--- src/rtl/dual_read_pkg.sv ---
package dual_read_pkg;
   localparam logic [7:0] DR_OPCODE     = 8'h3B;
   localparam int         DR_DUMMY_BITS = 8;
   localparam int         DR_PAIRS      = 4;

   typedef enum logic [1:0] {
      DR_IDLE = 2'd0,
      DR_CMD  = 2'd1,
      DR_DATA = 2'd2
   } dr_state_e;
endpackage

--- src/rtl/dr_sck_gen.sv ---
module dr_sck_gen #(
   parameter int CLK_DIV   = 4,
   parameter bit IDLE_HIGH = 1'b0
) (
   input  logic clk,
   input  logic rst_n,
   input  logic restart,
   input  logic run,
   input  logic rise_block,
   input  logic last,
   output logic rise_ev,
   output logic fall_end,
   output logic sck
);
   localparam int LO = CLK_DIV / 2;
   localparam int PW = (CLK_DIV > 2) ? $clog2(CLK_DIV) : 1;

   if (CLK_DIV < 2) begin : g_div_chk
      $error("dr_sck_gen: CLK_DIV must be at least 2");
   end

   logic [PW-1:0] ph;
   logic          at_rise;
   logic          at_end;
   logic          adv;

   if (CLK_DIV == 2) begin : g_half
      assign at_rise = ~ph[0];
      assign at_end  = ph[0];
   end else begin : g_count
      assign at_rise = (ph == PW'(LO - 1));
      assign at_end  = (ph == PW'(CLK_DIV - 1));
   end

   assign adv      = run && !(rise_block && at_rise);
   assign rise_ev  = adv && at_rise;
   assign fall_end = adv && at_end;

   always_ff @(posedge clk or negedge rst_n) begin
      if (!rst_n) begin
         ph  <= '0;
         sck <= IDLE_HIGH;
      end else if (restart) begin
         ph  <= '0;
         sck <= 1'b0;
      end else if (fall_end) begin
         ph  <= '0;
         sck <= last ? IDLE_HIGH : 1'b0;
      end else if (adv) begin
         ph <= ph + PW'(1);
         if (rise_ev) sck <= 1'b1;
      end
   end
endmodule

--- src/rtl/dr_cmd_shift.sv ---
module dr_cmd_shift
   import dual_read_pkg::*;
#(
   parameter int ADDR_W = 24
) (
   input  logic              clk,
   input  logic              rst_n,
   input  logic              load,
   input  logic [ADDR_W-1:0] addr,
   input  logic              shift,
   output logic              bit_o
);
   localparam int W = 8 + ADDR_W + DR_DUMMY_BITS;

   logic [W-1:0] sh;

   always_ff @(posedge clk or negedge rst_n) begin
      if (!rst_n)     sh <= '0;
      else if (load)  sh <= {DR_OPCODE, addr, {DR_DUMMY_BITS{1'b0}}};
      else if (shift) sh <= {sh[W-2:0], 1'b0};
   end

   assign bit_o = sh[W-1];
endmodule

--- src/rtl/dr_byte_pack.sv ---
module dr_byte_pack (
   input  logic       clk,
   input  logic       rst_n,
   input  logic       capture,
   input  logic       last_pair,
   input  logic       hi_bit,
   input  logic       lo_bit,
   input  logic       rd_ready,
   output logic [7:0] rd_data,
   output logic       rd_valid
);
   logic [5:0] part;

   always_ff @(posedge clk or negedge rst_n) begin
      if (!rst_n) begin
         part     <= '0;
         rd_data  <= '0;
         rd_valid <= 1'b0;
      end else begin
         if (capture && last_pair) begin
            rd_data  <= {part, hi_bit, lo_bit};
            rd_valid <= 1'b1;
         end else if (rd_ready) begin
            rd_valid <= 1'b0;
         end
         if (capture) part <= {part[3:0], hi_bit, lo_bit};
      end
   end
endmodule

--- src/rtl/dual_read_ctrl.sv ---
module dual_read_ctrl
   import dual_read_pkg::*;
#(
   parameter int CLK_DIV       = 4,
   parameter bit SCK_IDLE_HIGH = 1'b0,
   parameter int ADDR_W        = 24,
   parameter int CNT_W         = 16
) (
   input  logic              clk,
   input  logic              rst_n,
   input  logic              start,
   input  logic [ADDR_W-1:0] start_addr,
   input  logic [CNT_W-1:0]  byte_count,
   output logic              busy,
   output logic              done,
   output logic              sck,
   output logic              cs_n,
   output logic              sio0_o,
   output logic              sio0_oe,
   input  logic              sio0_i,
   input  logic              sio1_i,
   output logic [7:0]        rd_data,
   output logic              rd_valid,
   input  logic              rd_ready
);
   localparam int CMD_BITS = 8 + ADDR_W + DR_DUMMY_BITS;
   localparam int SLOT_W   = $clog2(CMD_BITS);
   localparam int PAIR_W   = $clog2(DR_PAIRS);

   if (ADDR_W != 24) begin : g_addr_chk
      $error("dual_read_ctrl: the read command carries a 24-bit address");
   end
   if (CNT_W < 1) begin : g_cnt_chk
      $error("dual_read_ctrl: CNT_W must be positive");
   end

   dr_state_e          state;
   logic [SLOT_W-1:0]  slot;
   logic [PAIR_W-1:0]  pair;
   logic [CNT_W-1:0]   left;
   logic               cs_r;
   logic               oe_r;
   logic               done_r;

   logic go;
   logic data_ph;
   logic last_pair;
   logic rise_ev;
   logic fall_end;
   logic rise_block;
   logic final_slot;

   assign go         = start && (state == DR_IDLE) && (byte_count != '0);
   assign data_ph    = (state == DR_DATA);
   assign last_pair  = (pair == PAIR_W'(DR_PAIRS - 1));
   assign rise_block = data_ph && last_pair && rd_valid && !rd_ready;
   assign final_slot = data_ph && last_pair && (left == '0);

   dr_sck_gen #(
      .CLK_DIV  (CLK_DIV),
      .IDLE_HIGH(SCK_IDLE_HIGH)
   ) u_sck (
      .clk       (clk),
      .rst_n     (rst_n),
      .restart   (go),
      .run       (state != DR_IDLE),
      .rise_block(rise_block),
      .last      (final_slot),
      .rise_ev   (rise_ev),
      .fall_end  (fall_end),
      .sck       (sck)
   );

   dr_cmd_shift #(
      .ADDR_W(ADDR_W)
   ) u_cmd (
      .clk  (clk),
      .rst_n(rst_n),
      .load (go),
      .addr (start_addr),
      .shift(fall_end && (state == DR_CMD) && (slot != SLOT_W'(CMD_BITS - 1))),
      .bit_o(sio0_o)
   );

   dr_byte_pack u_pack (
      .clk      (clk),
      .rst_n    (rst_n),
      .capture  (rise_ev && data_ph),
      .last_pair(last_pair),
      .hi_bit   (sio1_i),
      .lo_bit   (sio0_i),
      .rd_ready (rd_ready),
      .rd_data  (rd_data),
      .rd_valid (rd_valid)
   );

   always_ff @(posedge clk or negedge rst_n) begin
      if (!rst_n) begin
         state  <= DR_IDLE;
         slot   <= '0;
         pair   <= '0;
         left   <= '0;
         cs_r   <= 1'b1;
         oe_r   <= 1'b0;
         done_r <= 1'b0;
      end else begin
         done_r <= 1'b0;
         unique case (state)
            DR_IDLE: begin
               if (start) begin
                  if (byte_count == '0) begin
                     done_r <= 1'b1;
                  end else begin
                     state <= DR_CMD;
                     cs_r  <= 1'b0;
                     oe_r  <= 1'b1;
                     slot  <= '0;
                     pair  <= '0;
                     left  <= byte_count;
                  end
               end
            end
            DR_CMD: begin
               if (fall_end) begin
                  if (slot == SLOT_W'(CMD_BITS - 1)) begin
                     state <= DR_DATA;
                     oe_r  <= 1'b0;
                  end else begin
                     slot <= slot + SLOT_W'(1);
                  end
               end
            end
            DR_DATA: begin
               if (rise_ev && last_pair) left <= left - CNT_W'(1);
               if (fall_end) begin
                  pair <= pair + PAIR_W'(1);
                  if (final_slot) begin
                     state  <= DR_IDLE;
                     cs_r   <= 1'b1;
                     done_r <= 1'b1;
                  end
               end
            end
            default: state <= DR_IDLE;
         endcase
      end
   end

   assign busy    = (state != DR_IDLE);
   assign done    = done_r;
   assign cs_n    = cs_r;
   assign sio0_oe = oe_r;
endmodule

--- config.mk ---
export PLATFORM = sky130hd
export DESIGN_NAME = dual_read_ctrl
export DESIGN_NICKNAME = d
export VERILOG_FILES = /design/src/rtl/dual_read_pkg.sv /design/src/rtl/dr_sck_gen.sv /design/src/rtl/dr_cmd_shift.sv /design/src/rtl/dr_byte_pack.sv /design/src/rtl/dual_read_ctrl.sv
export SDC_FILE = /design/constraint.sdc
export NUM_CORES = 1
export LEC_CHECK = 0
export BUFFER_PORTS_ARGS = -buffer_cell sky130_fd_sc_hd__buf_2
export CAP_MARGIN = 20
export CORE_MARGIN = 1.5
export CORE_UTILIZATION = 45
export DETAILED_ROUTE_END_ITERATION = 6
export GPL_TIMING_DRIVEN = 0
export PLACE_DENSITY = 0.66
export SETUP_SLACK_MARGIN = 0.02
export SLEW_MARGIN = 20
export SYNTH_ARGS = -nofsm -noshare
export SYNTH_HDL_FRONTEND = slang
export SYNTH_SLANG_ARGS = --single-unit
--- constraint.sdc ---
create_clock -name clk -period 4.1 [get_ports clk]
set_clock_uncertainty 0.05 [all_clocks]
set_input_delay 0.205 -clock clk [delete_from_list [all_inputs] [get_ports clk]]
set_output_delay 0.205 -clock clk [all_outputs]
set_load 0.1 [all_outputs]
==> impl_metrics.env <==
export IMPL_die_w_um=97.4
export IMPL_fp_coreArea_um2=8680
export IMPL_ir_drop_v=0.000491
export IMPL_io_pins=61
export IMPL_synth_main_ff_cell="dfrtp_1"
export IMPL_cellLeakagePower_nw=2.16
export IMPL_ys_ff_latch=79
export IMPL_die_h_um=97.4
export IMPL_cp_end_kind="flop"
export IMPL_fin_ws_ns=1.92
export IMPL_synth_most_common_cell="dfrtp_1"
export IMPL_row_count=34
export IMPL_drt_total_wl_um=10000
export IMPL_min_to="u_pack.rd_data[1]"
export IMPL_rsz0062_at_grt="false"
export IMPL_crit_slowest_cell="or3_2"
export IMPL_start_util_pct=46.2
export IMPL_max_freq_ghz=0.459
export IMPL_netlist_top_cells_area="dfrtp_1, nand2_1, o22ai_1, a21oi_1, inv_1"
export IMPL_diodes=0
export IMPL_synth_largest_area_cell="dfrtp_1"
export IMPL_clock_sinks=79
export IMPL_worstMarginPinSlew_ns=0.840
export IMPL_root_buffer="clkbuf_8"
export IMPL_drc=0
export IMPL_cp_start_kind="flop"
export IMPL_maxSlewViolCount=0
export IMPL_pwr_density_cell_nw_per_um2=759
export IMPL_hp_class="in2reg"
export IMPL_gr_total_overflow=0
export IMPL_clock_path_buffers=2
export IMPL_syn_avg_cell_area_um2=9.81
export IMPL_slowest_delay_ns=0.52
export IMPL_layout_drive_gt1_share_pct=23.0
export IMPL_syn2layout_area_growth_pct=16.5
export IMPL_finalNetCount=534
export IMPL_seq_area_frac_synth_pct=49.3
export IMPL_reg2reg_slack_ns=1.92
export IMPL_grt_pass1_vias=3392
export IMPL_clock_latency_ns=0.35
export IMPL_reg2reg_from="u_sck.ph[1]"
export IMPL_synth_top_area_share_pct=48.6
export IMPL_routed_via_density=5.69
export IMPL_syn_area_um2=4010
export IMPL_grt_usage_pct=21.9
export IMPL_worstPathArrival_ns=2.34
export IMPL_total_power_mw=3.55
export IMPL_cp_required_ns=4.26
export IMPL_place_ws_ns=1.95
export IMPL_cts_buffers=9
export IMPL_relSlewSlack_pct=43.5
export IMPL_postSynthCellCount=409
export IMPL_htreeDepth=3
export IMPL_cts_tree="yes"
export IMPL_portBuffers=60
export IMPL_yosys_warnings=0
export IMPL_drt_initial_drc_count=146
export IMPL_num_vias=3381
export IMPL_syn_nets=461
export IMPL_antenna_found_initial=0
export IMPL_dr_pass1_iters=4
export IMPL_hpwl_um=7190
export IMPL_path_clk_slew_ns=0.09
export IMPL_crit_fanout=10
export IMPL_cp_common_cell="buf_2"
export IMPL_setup_tns_ns=0
export IMPL_grt_max_degree=54
export IMPL_worstRegToRegCells=8
export IMPL_synth_cell_types=60
export IMPL_async_reset_ff_share_pct=100
export IMPL_cts_setup_buffers=0
export IMPL_gp_congestion=0.931
export IMPL_whs_ns=0.00144
export IMPL_synth_edff_count=0
export IMPL_finalCritPeriodShare_pct=53.1
export IMPL_drv_cap=0
export IMPL_setup_viol=0
export IMPL_fin_crit_ns=2.18
export IMPL_fill_cells=815
export IMPL_postLayoutCoreUtil_pct=53.9
export IMPL_final_hold_viol_count=0
export IMPL_grt_pass1_wl_um=16600
export IMPL_holdCritStartpoint="sio1_i"
export IMPL_hold_path_depth=3
export IMPL_critPathKind="reg2reg"
export IMPL_antenna_left=0
export IMPL_die_area_um2=9490
export IMPL_crit_chain="inv_1 > ha_1 > nand2_1 > or3_2 > buf_2 > buf_2 > nand3_1 > o211ai_1"
export IMPL_wire_per_inst_um=16.8
export IMPL_status="finished clean"
export IMPL_worstReg2RegEnd="left[4]"
export IMPL_yosys_top_cells_count="dfrtp_1, nand2_1, inv_1"
## cell type report
type / instances / area (µm²) / area share, %
sequential: 79 / 1980 / 42.3
multi-input combinational: 270 / 1760 / 37.6
timing repair buffer: 62 / 340 / 7.28
buffer: 24 / 143 / 3.05
inverter: 36 / 135 / 2.89
tap: 108 / 135 / 2.89
clock buffer: 10 / 128 / 2.73
clock inverter: 5 / 58.8 / 1.26
## worst max-delay path, delay by kind of cell, from the launching register on
| kind | cells | cell delay [ns] |
|---|---|---|
| buf+inv | 3 | 0.52 |
| simple gates | 3 | 0.72 |
| compound gates | 1 | 0.09 |
| flops | 1 | 0.40 |
| fa+ha+maj | 1 | 0.24 |
## placed cells by master, fill, tap and decap left out, types with 3 or more instances in the layout
cell type   n
nand4_1     5
nor2_1     17
o22ai_1    26
nor4_2      4
inv_1      36
nor3_1     10
dfrtp_1    78
and3_1      3
a31oi_1     5
nor4_1      5
a21oi_1    30
a22o_1      3
buf_6       3
a22oi_1     5
o2bb2a_1    3
buf_4       3
clkbuf_1    8
nand2b_1    4
o211ai_1    9
nand2_1    44
nor2b_1     3
mux2_2      6
ha_1        6
a21o_1      3
buf_2      69
o22a_1      5
clkbuf_8   10
o21ai_0     9
nand3_1    14
a2bb2oi_1   6
mux2i_1    10
## flip-flops by register name, summed over array words and instances (netlist names)
signal	flops
u_pack.part	6
u_cmd.sh	32
u_sck.sck	1
pair	2
u_pack.rd_data	8
sio0_oe	1
u_sck.ph	2
cs_n	1
left	16
done	1
u_pack.rd_valid	1
state	2
slot	6
## layer usage
metal  part of all wire, %  global-route usage, %  vias to the layer above
li1                      -                      -                     1636
met3                   4.8                   4.03                       21
met1                    45                   29.5                     1640
met4                   2.4                   9.01                        0
met5                     0                      0                        -
met2                    48                   34.8                       84
## what timing repair did
action / CTS / global route
endpoints found under the hold margin: 26 / 0
gates resized for setup: 0 / 0
hold buffers: 1 / 0
## power breakdown
part | total [mW] | internal [mW] | switching (mW)
logic | 1.55 | 0.531 | 1.02
registers | 1.42 | 1.14 | 0.275
clock network | 0.577 | 0.279 | 0.297
## kinds of logic after synthesis
| group | Yosys count | synth area share, % |
|---|---|---|
| buf+inv | 60 | 6.92 |
| fa+ha+maj | 6 | 1.87 |
| compound gates | 119 | 20.3 |
| xor+xnor | 1 | 0.218 |
| simple gates | 127 | 16.9 |
| flops | 79 | 49.3 |
| mux | 17 | 4.46 |
## worst max path at each step
stage	startpoint	endpoint
after floorplan	u_pack.rd_valid	left[11]
after global placement	left[4]	state[1]
after detailed placement	u_sck.ph[1]	left[4]
after CTS	u_sck.ph[1]	left[4]
after global routing	u_sck.ph[1]	left[11]
final	u_sck.ph[1]	left[4]
## per-stage QoR
stage / std cells / area [µm²]
3_5_place_dp: 578 / 4480
2_1_floorplan: 409 / 4010
4_1_cts: 594 / 4670
3_3_place_gp: 577 / 4450
6_report: 594 / 4670
5_1_grt: 594 / 4670
Note: power is estimated with default switching activity, not from simulation.
